[config.mk]
export PLATFORM = sky130hd
export DESIGN_NAME = dma_channel
export DESIGN_NICKNAME = d
export VERILOG_FILES = /design/src/rtl/dma_pkg.sv /design/src/rtl/dma_legal.sv /design/src/rtl/dma_xfer_regs.sv /design/src/rtl/dma_fsm.sv /design/src/rtl/dma_channel.sv
export SDC_FILE = /design/constraint.sdc
export NUM_CORES = 1
export LEC_CHECK = 0
export BUFFER_PORTS_ARGS = -buffer_cell sky130_fd_sc_hd__clkbuf_2
export CORE_MARGIN = 10
export CORE_UTILIZATION = 50
export CTS_CLUSTER_DIAMETER = 60
export DETAILED_ROUTE_END_ITERATION = 10
export MAX_ROUTING_LAYER = met4
export PLACE_DENSITY = 0.78
export SLEW_MARGIN = 30
export SYNTH_ARGS = -nofsm -noshare
export SYNTH_HDL_FRONTEND = slang
export SYNTH_SLANG_ARGS = --single-unit
[constraint.sdc]
create_clock -name clk -period 2.6 [get_ports clk]
set_input_delay 0.39 -clock clk [delete_from_list [all_inputs] [get_ports clk]]
set_output_delay 0.39 -clock clk [all_outputs]
set_load 0.01 [all_outputs]
[src/rtl/dma_pkg.sv]
package dma_pkg;

    localparam logic [2:0] EP_DACK  = 3'd0;
    localparam logic [2:0] EP_XMEM  = 3'd1;
    localparam logic [2:0] EP_MMIO  = 3'd2;
    localparam logic [2:0] EP_PERI  = 3'd3;
    localparam logic [2:0] EP_XYMEM = 3'd4;

    localparam logic [1:0] SZ_1  = 2'd0;
    localparam logic [1:0] SZ_2  = 2'd1;
    localparam logic [1:0] SZ_4  = 2'd2;
    localparam logic [1:0] SZ_16 = 2'd3;

    localparam int BEAT_LG    = 2;
    localparam int LINE_BEATS = 4;
    localparam int BEAT_IDX_W = $clog2(LINE_BEATS);
    localparam int DW         = 8 << BEAT_LG;

    typedef enum logic [2:0] {
        ST_IDLE,
        ST_WREQ,
        ST_READ,
        ST_WRITE,
        ST_SINGLE,
        ST_GAP,
        ST_DONE
    } dma_state_t;

    function automatic logic [4:0] unit_bytes(input logic [1:0] sz);
        logic [4:0] b;
        unique case (sz)
            SZ_1:    b = 5'd1;
            SZ_2:    b = 5'd2;
            SZ_4:    b = 5'd4;
            default: b = 5'd16;
        endcase
        return b;
    endfunction

endpackage

[src/rtl/dma_legal.sv]
module dma_legal
    import dma_pkg::*;
#(
    parameter int CW = 16
) (
    input  logic [2:0]    src_type,
    input  logic [2:0]    dst_type,
    input  logic [1:0]    unit_size,
    input  logic [CW-1:0] xfer_count,
    output logic          cfg_ok,
    output logic          single_mode,
    output logic          dev_is_src
);

    localparam int SIDES = 2;

    logic [2:0]       ep [SIDES];
    logic [SIDES-1:0] is_dev;
    logic [SIDES-1:0] is_ext;
    logic [SIDES-1:0] is_peri;
    logic [SIDES-1:0] is_known;
    logic             pair_ok;

    assign ep[0] = src_type;
    assign ep[1] = dst_type;

    for (genvar i = 0; i < SIDES; i++) begin : g_side
        assign is_dev[i]   = (ep[i] == EP_DACK);
        assign is_ext[i]   = (ep[i] == EP_XMEM) || (ep[i] == EP_MMIO);
        assign is_peri[i]  = (ep[i] == EP_PERI);
        assign is_known[i] = (ep[i] <= EP_XYMEM);
    end

    always_comb begin
        if (is_dev == '0) begin
            pair_ok = 1'b1;
        end else begin
            pair_ok = (is_dev[0] && is_ext[1]) || (is_dev[1] && is_ext[0]);
        end
    end

    assign cfg_ok      = (&is_known) && pair_ok && (xfer_count != '0)
                         && !((unit_size == SZ_16) && (|is_peri));
    assign single_mode = |is_dev;
    assign dev_is_src  = is_dev[0];

endmodule

[src/rtl/dma_xfer_regs.sv]
module dma_xfer_regs
    import dma_pkg::*;
#(
    parameter int AW = 32,
    parameter int CW = 16
) (
    input  logic          clk,
    input  logic          rst_n,
    input  logic          load,
    input  logic          beat_adv,
    input  logic          unit_adv,
    input  logic [AW-1:0] src_addr,
    input  logic [AW-1:0] dst_addr,
    input  logic [CW-1:0] xfer_count,
    input  logic [1:0]    unit_size,
    input  logic          src_inc,
    input  logic          dst_inc,
    output logic [AW-1:0] src_beat_addr,
    output logic [AW-1:0] dst_beat_addr,
    output logic          last_beat,
    output logic          last_unit,
    output logic [1:0]    beat_size
);

    localparam int OFF_PAD = AW - BEAT_IDX_W - BEAT_LG;

    logic [AW-1:0]         src_cur;
    logic [AW-1:0]         dst_cur;
    logic [CW-1:0]         cnt_rem;
    logic [BEAT_IDX_W-1:0] beat;
    logic [1:0]            size_l;
    logic                  sinc_l;
    logic                  dinc_l;
    logic [AW-1:0]         step;
    logic [AW-1:0]         beat_off;

    assign step     = {{(AW-5){1'b0}}, unit_bytes(size_l)};
    assign beat_off = {{OFF_PAD{1'b0}}, beat, {BEAT_LG{1'b0}}};

    always_ff @(posedge clk or negedge rst_n) begin
        if (!rst_n) begin
            src_cur <= '0;
            dst_cur <= '0;
            cnt_rem <= '0;
            beat    <= '0;
            size_l  <= SZ_1;
            sinc_l  <= 1'b0;
            dinc_l  <= 1'b0;
        end else if (load) begin
            src_cur <= src_addr;
            dst_cur <= dst_addr;
            cnt_rem <= xfer_count;
            beat    <= '0;
            size_l  <= unit_size;
            sinc_l  <= src_inc;
            dinc_l  <= dst_inc;
        end else if (unit_adv) begin
            cnt_rem <= cnt_rem - 1'b1;
            beat    <= '0;
            if (sinc_l) src_cur <= src_cur + step;
            if (dinc_l) dst_cur <= dst_cur + step;
        end else if (beat_adv) begin
            beat <= beat + 1'b1;
        end
    end

    assign src_beat_addr = sinc_l ? (src_cur + beat_off) : src_cur;
    assign dst_beat_addr = dinc_l ? (dst_cur + beat_off) : dst_cur;
    assign last_beat     = (size_l != SZ_16) || (beat == BEAT_IDX_W'(LINE_BEATS - 1));
    assign last_unit     = (cnt_rem == {{(CW-1){1'b0}}, 1'b1});
    assign beat_size     = (size_l == SZ_16) ? SZ_4 : size_l;

    a_r5_beat_only_in_line: assert property (@(posedge clk) disable iff (!rst_n)
        (size_l != SZ_16) |-> (beat == '0));

    a_r5_no_advance_past_line: assert property (@(posedge clk) disable iff (!rst_n)
        beat_adv |-> !last_beat);

endmodule

[src/rtl/dma_fsm.sv]
module dma_fsm
    import dma_pkg::*;
(
    input  logic          clk,
    input  logic          rst_n,
    input  logic          go,
    input  logic          single_in,
    input  logic          dev_src_in,
    input  logic          burst_in,
    input  logic          dreq,
    input  logic          bus_ready,
    input  logic [DW-1:0] bus_rdata,
    input  logic          last_beat,
    input  logic          last_unit,
    output logic          load,
    output logic          beat_adv,
    output logic          unit_adv,
    output logic          use_dst,
    output logic          bus_rd,
    output logic          bus_wr,
    output logic          dack,
    output logic          bus_req,
    output logic          busy,
    output logic          done,
    output logic [DW-1:0] hold_data
);

    dma_state_t state;
    dma_state_t state_nx;
    logic       single_l;
    logic       dev_src_l;
    logic       burst_l;
    logic       beat_end;

    assign beat_end = ((state == ST_WRITE) || (state == ST_SINGLE)) && bus_ready;

    // state register and captured mode bits
    always_ff @(posedge clk or negedge rst_n) begin
        if (!rst_n) begin
            state     <= ST_IDLE;
            single_l  <= 1'b0;
            dev_src_l <= 1'b0;
            burst_l   <= 1'b0;
            hold_data <= '0;
        end else begin
            state <= state_nx;
            if (state == ST_IDLE && go) begin
                single_l  <= single_in;
                dev_src_l <= dev_src_in;
                burst_l   <= burst_in;
            end
            if (state == ST_READ && bus_ready) begin
                hold_data <= bus_rdata;
            end
        end
    end

    // next-state selection
    always_comb begin
        state_nx = state;
        unique case (state)
            ST_IDLE:   if (go) state_nx = single_in ? ST_WREQ : ST_READ;
            ST_WREQ:   if (dreq) state_nx = ST_SINGLE;
            ST_READ:   if (bus_ready) state_nx = ST_WRITE;
            ST_WRITE: begin
                if (bus_ready) begin
                    if (!last_beat)     state_nx = ST_READ;
                    else if (last_unit) state_nx = ST_DONE;
                    else if (burst_l)   state_nx = ST_READ;
                    else                state_nx = ST_GAP;
                end
            end
            ST_SINGLE: begin
                if (bus_ready) begin
                    if (!last_beat)     state_nx = ST_SINGLE;
                    else if (last_unit) state_nx = ST_DONE;
                    else if (burst_l)   state_nx = ST_SINGLE;
                    else                state_nx = ST_GAP;
                end
            end
            ST_GAP:    state_nx = single_l ? ST_WREQ : ST_READ;
            ST_DONE:   state_nx = ST_IDLE;
            default:   state_nx = ST_IDLE;
        endcase
    end

    // outputs decoded from state
    always_comb begin
        load     = 1'b0;
        use_dst  = 1'b0;
        bus_rd   = 1'b0;
        bus_wr   = 1'b0;
        dack     = 1'b0;
        bus_req  = 1'b0;
        busy     = 1'b1;
        done     = 1'b0;
        beat_adv = beat_end && !last_beat;
        unit_adv = beat_end && last_beat;
        unique case (state)
            ST_IDLE: begin
                busy = 1'b0;
                load = go;
            end
            ST_WREQ: begin
            end
            ST_READ: begin
                bus_rd  = 1'b1;
                bus_req = 1'b1;
            end
            ST_WRITE: begin
                bus_wr  = 1'b1;
                bus_req = 1'b1;
                use_dst = 1'b1;
            end
            ST_SINGLE: begin
                bus_req = 1'b1;
                dack    = 1'b1;
                use_dst = dev_src_l;
                bus_wr  = dev_src_l;
                bus_rd  = !dev_src_l;
            end
            ST_GAP: begin
            end
            ST_DONE: begin
                done = 1'b1;
            end
            default: begin
                busy = 1'b0;
            end
        endcase
    end

    a_r3_write_follows_read: assert property (@(posedge clk) disable iff (!rst_n)
        ($rose(bus_wr) && !dack) |-> $past(bus_rd && bus_ready));

    a_r9_done_single_cycle: assert property (@(posedge clk) disable iff (!rst_n)
        done |=> (!done && !busy));

    a_r7_steal_releases: assert property (@(posedge clk) disable iff (!rst_n)
        (unit_adv && !last_unit && !burst_l) |=> !bus_req);

    a_r8_dack_after_dreq: assert property (@(posedge clk) disable iff (!rst_n)
        $rose(dack) |-> $past(dreq));

endmodule

[src/rtl/dma_channel.sv]
module dma_channel
    import dma_pkg::*;
#(
    parameter int AW = 32,
    parameter int CW = 16
) (
    input  logic          clk,
    input  logic          rst_n,
    input  logic          start,
    input  logic [2:0]    src_type,
    input  logic [2:0]    dst_type,
    input  logic [AW-1:0] src_addr,
    input  logic [AW-1:0] dst_addr,
    input  logic [CW-1:0] xfer_count,
    input  logic [1:0]    unit_size,
    input  logic          src_inc,
    input  logic          dst_inc,
    input  logic          burst_mode,
    input  logic          dreq,
    output logic          dack,
    output logic          bus_req,
    output logic [AW-1:0] bus_addr,
    output logic          bus_rd,
    output logic          bus_wr,
    output logic [1:0]    bus_size,
    output logic [DW-1:0] bus_wdata,
    input  logic [DW-1:0] bus_rdata,
    input  logic          bus_ready,
    output logic          busy,
    output logic          done,
    output logic          error
);

    logic          cfg_ok;
    logic          single_mode;
    logic          dev_is_src;
    logic          go;
    logic          load;
    logic          beat_adv;
    logic          unit_adv;
    logic          use_dst;
    logic          last_beat;
    logic          last_unit;
    logic [AW-1:0] src_beat_addr;
    logic [AW-1:0] dst_beat_addr;

    assign go = start && !busy && cfg_ok;

    dma_legal #(.CW(CW)) u_legal (
        .src_type    (src_type),
        .dst_type    (dst_type),
        .unit_size   (unit_size),
        .xfer_count  (xfer_count),
        .cfg_ok      (cfg_ok),
        .single_mode (single_mode),
        .dev_is_src  (dev_is_src)
    );

    dma_xfer_regs #(.AW(AW), .CW(CW)) u_regs (
        .clk           (clk),
        .rst_n         (rst_n),
        .load          (load),
        .beat_adv      (beat_adv),
        .unit_adv      (unit_adv),
        .src_addr      (src_addr),
        .dst_addr      (dst_addr),
        .xfer_count    (xfer_count),
        .unit_size     (unit_size),
        .src_inc       (src_inc),
        .dst_inc       (dst_inc),
        .src_beat_addr (src_beat_addr),
        .dst_beat_addr (dst_beat_addr),
        .last_beat     (last_beat),
        .last_unit     (last_unit),
        .beat_size     (bus_size)
    );

    dma_fsm u_fsm (
        .clk        (clk),
        .rst_n      (rst_n),
        .go         (go),
        .single_in  (single_mode),
        .dev_src_in (dev_is_src),
        .burst_in   (burst_mode),
        .dreq       (dreq),
        .bus_ready  (bus_ready),
        .bus_rdata  (bus_rdata),
        .last_beat  (last_beat),
        .last_unit  (last_unit),
        .load       (load),
        .beat_adv   (beat_adv),
        .unit_adv   (unit_adv),
        .use_dst    (use_dst),
        .bus_rd     (bus_rd),
        .bus_wr     (bus_wr),
        .dack       (dack),
        .bus_req    (bus_req),
        .busy       (busy),
        .done       (done),
        .hold_data  (bus_wdata)
    );

    assign bus_addr = use_dst ? dst_beat_addr : src_beat_addr;

    always_ff @(posedge clk or negedge rst_n) begin
        if (!rst_n) begin
            error <= 1'b0;
        end else if (start && !busy) begin
            error <= !cfg_ok;
        end
    end

    a_r1_reject_quietly: assert property (@(posedge clk) disable iff (!rst_n)
        (start && !busy && !cfg_ok) |=> (error && !busy && !bus_req));

    a_r10_start_ignored_busy: assert property (@(posedge clk) disable iff (!rst_n)
        (start && busy) |=> $stable(error));

    a_r11_hold_until_ready: assert property (@(posedge clk) disable iff (!rst_n)
        ((bus_rd || bus_wr) && !bus_ready) |=>
            ($stable(bus_addr) && $stable(bus_rd) && $stable(bus_wr)));

endmodule

==> impl_metrics.tcl, run 1 <==
set metrics [dict create \
    peakVddDrop_mv 0.683 \
    arrival_ps 2700 \
    fillers 1313 \
    grtUsageMet2_pct 36.8 \
    setup_viol 24 \
    drive_gt1_share_pct 45.3 \
    grt_pass1_wl_mm 43.2 \
    path_max_fanout 5 \
    clock_latency_ps 440 \
    core_sq_mm 0.0174 \
    grt_max_degree 73 \
    status "finished, violations left" \
    sw_frac_of_total_pct 43.1 \
    p_leak_nw 5.10 \
    area_growth_pct 32.0 \
    numPortBuffers 200 \
    crit-reg2reg-launch "u_regs.size_l[1]$_DFFE_PN0P_" \
    cap_violations 0 \
    synthFlopType "dfrtp_1" \
    rsz0062_at_grt "true" \
    die_area_sq_mm 0.0235 \
    drtPass1Iterations 5 \
    start_util_pct 51.1 \
    worst_ep_required_time_ps 2210 \
    first_global_vias 8138 \
    syn-cell-area_sq_mm 0.00888 \
    synth-edff-count 0 \
    hold_viol 0 \
    io_pins 201 \
    antenna_found_initial 1 \
    dp_slack_ps -62.9 \
    seq_area_frac_synth_pct 35.2 \
    period_needed_ps 3090 \
    rr_worst_depth 9 \
    fin_ws_ps -493 \
    ant_nets 0 \
    die_w_um 153 \
    clockBufferDepth 2 \
    p_sw_mw 5.69 \
    min_from "dst_addr[18]" \
    worst_r2r_endpoint "u_regs.dst_cur[23]$_DFFE_PN0P_" \
    whs_path_depth 2 \
    synth_cell_type_count 68 \
    slew_headroom_pct 61.3 \
    route.detailed.drc 0 \
    num_vias 8049 \
    hold_path.class "primary input to flop" \
    reg2reg_slack_ps 70 \
    die_h_um 153 \
    criticalPathCategory "flop to primary output" \
    postSynth.asyncResetShare_pct 100 \
    syn_inst 891 \
    maxSlewViolCount 0 \
    cts_max_level 4 \
    synth_area_per_cell_sq_um 9.96 \
    grt_usage_pct 22.9 \
    ys_ff_latch 125 \
    power.share.sequential_pct 31.9 \
    post-route-util_pct 67.5 \
    period_share_pct 119 \
    drt_iter0_markers 645 \
    routedWlPerCell_um 20.1 \
    layout.nets 1283 \
    setup_tns_ps -7950 \
    place.gp.congestion 0.983 \
    cts_root_buffer "clkbuf_16" \
    critPathCaptureType "primary output" \
    max_slew.worst_pin.slew_ps 576 \
    path_clk_slew_ps 60 \
    hpwl_mm 19.9 \
    pwr-share-comb_pct 49.9 \
    synth_fp_nets 1038 \
    via_per_inst 5.85 \
    critPathLaunchType "flop" \
    cts_tree "done" \
    met3_usage_pct 6.43 \
    clkPwrFrac_pct 18.2 \
    met1_usage_pct 27.5 \
    fp-row-count 48 \
    powerDensity_mw_per_mm2 1130 \
    numCtsBuffers 17 \
    worst_clock_skew_ps 9.24 \
    routed_wl_mm 27.7 \
    power.internal_mw 7.52 \
    hold_end "u_regs.dst_cur[18]$_DFFE_PN0P_" \
    clock_sinks 125 \
    ys_warn_count 0 \
    busiest_layer "met2" \
    violations "setup timing" \
    grt_overflow 0 \
    fmax_mhz 323 \
    p_total_mw 13.2 \
]
==> Yosys cell counts (all sizes together) (3+ instances only) <==
cell | instances | area, sq um
dfrtp | 125 | 3130
mux2 | 121 | 1360
xor2 | 69 | 604
nand2 | 61 | 229
xnor2 | 61 | 534
nand4 | 55 | 344
nand3 | 38 | 190
nor2 | 36 | 135
clkbuf | 33 | 124
buf | 30 | 211
nor4 | 29 | 233
nor3 | 25 | 125
o21ai | 25 | 125
inv | 23 | 86.3
mux2i | 22 | 220
a21oi | 19 | 106
ha | 15 | 188
and4 | 8 | 70.1
nand2b | 7 | 43.8
and2 | 6 | 37.5
nor2b | 6 | 37.5
and3 | 5 | 31.3
nand4b | 5 | 43.8
fa | 4 | 80.1
nand3b | 4 | 30.0
nor4bb | 4 | 40.0
o211ai | 4 | 30.0
or3 | 4 | 26.3
a211oi | 3 | 27.5
a31oi | 3 | 18.8
and3b | 3 | 26.3
nor4b | 3 | 41.3
o2111ai | 3 | 61.3
o21a | 3 | 22.5
or2 | 3 | 18.8
==> cell families (layout without fill, tap and decap cells) <==
kind of cell / count (synthesis) / after routing / synth area share [%]
XOR/XNOR: 130 / 130 / 12.8
other: 0 / 1 / 0
AND/OR/NAND/NOR: 309 / 309 / 20.0
AO/OA/AOI/OAI: 78 / 78 / 6.30
multiplexers: 143 / 143 / 17.8
flip-flops: 125 / 125 / 35.2
buffers and inverters: 87 / 345 / 4.79
adder cells (fa/ha/maj): 19 / 19 / 3.02
==> power by group through the flow <==
stage | Sequential (mW) | Clock, mW | Combinational [mW]
final | 4.21 | 2.41 | 6.59
after global routing | 4.33 | 2.52 | 7.17
after CTS | 4.13 | 2.43 | 6.22
after detailed placement | 4.12 | 0 | 5.95
after global placement | 4.08 | 0 | 5.83
after floorplan | 3.75 | 0 | 4.07
==> routing by layer <==
metal  share of wire [%]  wire, um
met4                 2.7       737
met5                   0         0
met1                  40     11100
met3                 8.9      2470
met2                  48     13300
==> registers in the layout (all words and copies together) (netlist names), 2 cells and up <==
| signal | count |
|---|---|
| u_regs.dst_cur | 32 |
| u_regs.src_cur | 32 |
| u_fsm.state | 3 |
| u_regs.size_l | 2 |
| u_regs.beat | 2 |
| u_fsm.hold_data | 32 |
| u_regs.cnt_rem | 16 |
==> area by class of cell <==
cell class	instances	area [sq um]	area share [%]
tap	225	282	2.40
clock inverter	14	146	1.25
clock buffer	18	439	3.75
antenna	1	2.50	0.0213
timing repair buffer	289	1820	15.5
sequential	125	3140	26.8
inverter	24	90.1	0.769
multi-input combinational	679	5810	49.5
==> worst max path at each step <==
stage                                     startpoint           end  slack, ps
final                     u_regs.beat[0]$_DFFE_PN0P_  bus_addr[30]       -490
after global routing      u_regs.beat[0]$_DFFE_PN0P_  bus_addr[30]       -620
after CTS                 u_regs.beat[0]$_DFFE_PN0P_  bus_addr[30]       -390
after detailed placement  u_regs.beat[0]$_DFFE_PN0P_  bus_addr[30]        -60
after global placement    u_regs.beat[0]$_DFFE_PN0P_  bus_addr[30]        -50
after floorplan           u_regs.beat[0]$_DFFE_PN0P_  bus_addr[30]        0.5
==> layout by cell type (no fill, tap or decap), types with 5 or more instances in the layout <==
| cell type | n |
|---|---|
| and3_1 | 5 |
| ha_1 | 10 |
| nor2b_1 | 5 |
| nor4_2 | 5 |
| buf_12 | 7 |
| mux2_1 | 22 |
| dfrtp_2 | 6 |
| nor2_1 | 31 |
| buf_4 | 70 |
| xor2_2 | 6 |
| buf_6 | 12 |
| a21oi_1 | 13 |
| and4_1 | 7 |
| mux2_2 | 98 |
| nand2_1 | 57 |
| nor4_1 | 20 |
| inv_1 | 21 |
| nand4b_1 | 5 |
| xnor2_1 | 57 |
| dfrtp_1 | 119 |
| clkbuf_16 | 17 |
| and2_1 | 6 |
| nand3_1 | 31 |
| nand3_2 | 5 |
| o21ai_2 | 5 |
| o21ai_0 | 17 |
| xor2_1 | 63 |
| nor3_2 | 6 |
| mux2i_1 | 21 |
| buf_2 | 24 |
| inv_6 | 7 |
| nand2b_1 | 6 |
| clkbuf_2 | 173 |
| nor3_1 | 17 |
| nand4_1 | 55 |
==> critical path: stages, from the launching register on <==
cell and delay [ps]:
dfrtp_1 380, ha_2 210, inv_2 40, fa_2 340, nand3b_1 260, nor4_2 250
buf_4 200, nand2_1 70, xnor2_1 140, mux2_4 250, clkbuf_2 130
==> metrics by stage <==
stage,hold slack (ps),instance area [sq um],std cells
floorplan,94.4,8880,891
global placement,394,10400,1314
detailed placement,401,10400,1314
CTS,161,11400,1364
global route,174,11700,1375
finish,166,11700,1375
==> timing repair <==
action | in CTS | in global routing
buffers inserted | 15 | 10
hold buffers | 1 | 0
pin swaps | 18 | 14
endpoints found under the hold margin | 35 | 0
endpoints found under the setup margin | 34 | 57
gates resized for setup | 67 | 82
cloned | 2 | 1
No activity file was read; power rests on OpenSTA's default activity.
==> inputs of run 2 (changes only) <==
- GPL_ROUTABILITY_DRIVEN: default -> 0
- TNS_END_PERCENT: default -> 50
==> run 2 against run 1 <==
Net effect:
- the run still ends with setup timing left
- cell count decreased by 1.4%
- die area unchanged
- register-to-register slack improved by 30 ps
- count of clock-buffer cells in the layout decreased by 1
- clock skew about the same
- total power decreased by 1.9%
- setup slack got worse by 41 ps
- critical path depth increased by 1
- sequential share of layout area increased by 0.62 points
- core utilization decreased by 1.6 points
- critical endpoint is now bus_addr[28]
- largest power group unchanged
==> impl_metrics.tcl, run 2 (same netlist as run 1, synthesis figures left out) <==
set metrics [dict create \
    hold_end "u_regs.src_cur[5]$_DFFE_PN0P_" \
    first_global_vias 8092 \
    critPathLaunchType "flop" \
    whs_path_depth 2 \
    grt_overflow 0 \
    peakVddDrop_mv 0.616 \
    fmax_mhz 319 \
    die_w_um 153 \
    p_leak_nw 4.96 \
    routedWlPerCell_um 19.8 \
    fp-row-count 48 \
    die_area_sq_mm 0.0235 \
    arrival_ps 2740 \
    powerDensity_mw_per_mm2 1130 \
    status "finished, violations left" \
    cap_violations 0 \
    setup_tns_ps -7850 \
    clock_sinks 125 \
    numCtsBuffers 17 \
    hold_path.class "primary input to flop" \
    worst_clock_skew_ps 8.79 \
    reg.largest.list "u_fsm.hold_data x32, u_regs.dst_cur x32, u_regs.src_cur x32" \
    cts_max_level 4 \
    num_vias 7994 \
    via_per_inst 5.90 \
    clock_latency_ps 430 \
    grt_pass1_wl_mm 42.1 \
    min_from "src_addr[5]" \
    path_clk_slew_ps 60 \
    cts_root_buffer "clkbuf_16" \
    layout.nets 1264 \
    drtPass1Iterations 5 \
    clkPwrFrac_pct 19.0 \
    maxSlewViolCount 0 \
    reg2reg_slack_ps 100 \
    instances_no_fill 1356 \
    drive_gt1_share_pct 42.1 \
    drt_iter0_markers 660 \
    design_area_sq_mm 0.0114 \
    max_slew.worst_pin.slew_ps 565 \
    dp.cells 1308 \
    critPathCaptureType "primary output" \
    grt_max_degree 73 \
    path_max_fanout 5 \
    area_growth_pct 28.9 \
    grt_usage_pct 22.3 \
    place_area_sq_mm 0.0103 \
    sw_frac_of_total_pct 43.0 \
    worst_ep_required_time_ps 2210 \
    worst_r2r_endpoint "u_regs.dst_cur[26]$_DFFE_PN0P_" \
    crit-reg2reg-launch "u_regs.size_l[0]$_DFFE_PN0P_" \
    clockBufferDepth 2 \
    slew_headroom_pct 62.3 \
    ant_nets 0 \
    pwr-share-comb_pct 48.4 \
    antenna_found_initial 1 \
    fin_ws_ps -535 \
    hpwl_mm 19.8 \
    setup_viol 24 \
    layout_commonest_cell "clkbuf_2" \
    p_sw_mw 5.58 \
    rsz0062_at_grt "true" \
    power.share.sequential_pct 32.6 \
    hold_slack_ps 177 \
    criticalPathCategory "flop to primary output" \
    violations "setup timing" \
    routed_wl_mm 26.8 \
    numPortBuffers 200 \
    start_util_pct 51.1 \
    rr_worst_depth 10 \
    core_sq_mm 0.0174 \
    die_h_um 153 \
    cts_tree "done" \
    io_pins 201 \
    final_cell_mix "174 x clkbuf_2, 122 x dfrtp_1, 97 x mux2_2" \
    route.detailed.drc 0 \
    period_needed_ps 3130 \
    hold_viol 0 \
    period_share_pct 121 \
    power.internal_mw 7.38 \
]
## run 2: worst max-delay path by stage
stage                         endpoint                     startpoint  cells past startpoint  slack (ps)
after global placement    bus_addr[30]  u_regs.dst_cur[2]$_DFFE_PN0P_                     10         -50
after detailed placement  bus_addr[18]  u_regs.dst_cur[2]$_DFFE_PN0P_                     10        -130
after CTS                 bus_addr[30]     u_regs.beat[0]$_DFFE_PN0P_                     10        -470
final                     bus_addr[28]  u_regs.dst_cur[2]$_DFFE_PN0P_                     11        -530
after floorplan           bus_addr[30]     u_regs.beat[0]$_DFFE_PN0P_                      9         0.5
after global routing      bus_addr[18]     u_regs.beat[0]$_DFFE_PN0P_                     12        -650
## run 2: worst max-delay path, cell delays in order, from the launching register on
cell      delay (ps)
dfrtp_1          350
ha_2             190
inv_2             40
fa_2             340
nand3b_1         240
buf_6            170
nor3_2           150
buf_4            170
nand4_1          100
xor2_1           160
mux2i_1          220
buf_2            180
## run 2: final cells by class
class / count / area, sq um
fillers: 1357 / 5910
flip-flops and latches: 125 / 3130
repair buffers: 270 / 1670
clock buffers: 17 / 425
clock inverters: 15 / 185
well taps: 225 / 282
multi-input cells: 679 / 5650
diodes: 1 / 2.50
inverters: 24 / 92.6
## run 2: layer usage
layer  track usage (%)  wire [um]
met1              26.1      10400
met2              36.7      13400
met3              7.04       2520
met4              5.50        518
met5                 -          0
## run 2: power groups by stage
stage / Combinational [mW] / Clock [mW] / Sequential [mW]
after floorplan: 4.07 / 0 / 3.75
after global placement: 5.70 / 0 / 4.10
after detailed placement: 5.85 / 0 / 4.15
after CTS: 6.07 / 2.49 / 4.14
after global routing: 6.82 / 2.60 / 4.35
final: 6.28 / 2.46 / 4.22
## run 2: metrics by stage
step	power, mW	worst slack (ps)	util (%)
global route	13.8	-648	65.9
finish	13.0	-535	65.9
detailed placement	10.0	-134	59.5
global placement	9.79	-54.9	59.5
floorplan	7.82	0.522	-
CTS	12.7	-472	64.6
## run 2: what timing repair did
action,4_1_cts,5_1_grt
setup endpoints to repair,35,52
pin swaps,9,16
hold buffers,1,0
buffers inserted,8,4
resized for setup,41,72
gates cloned,2,0
hold endpoints to repair,37,0
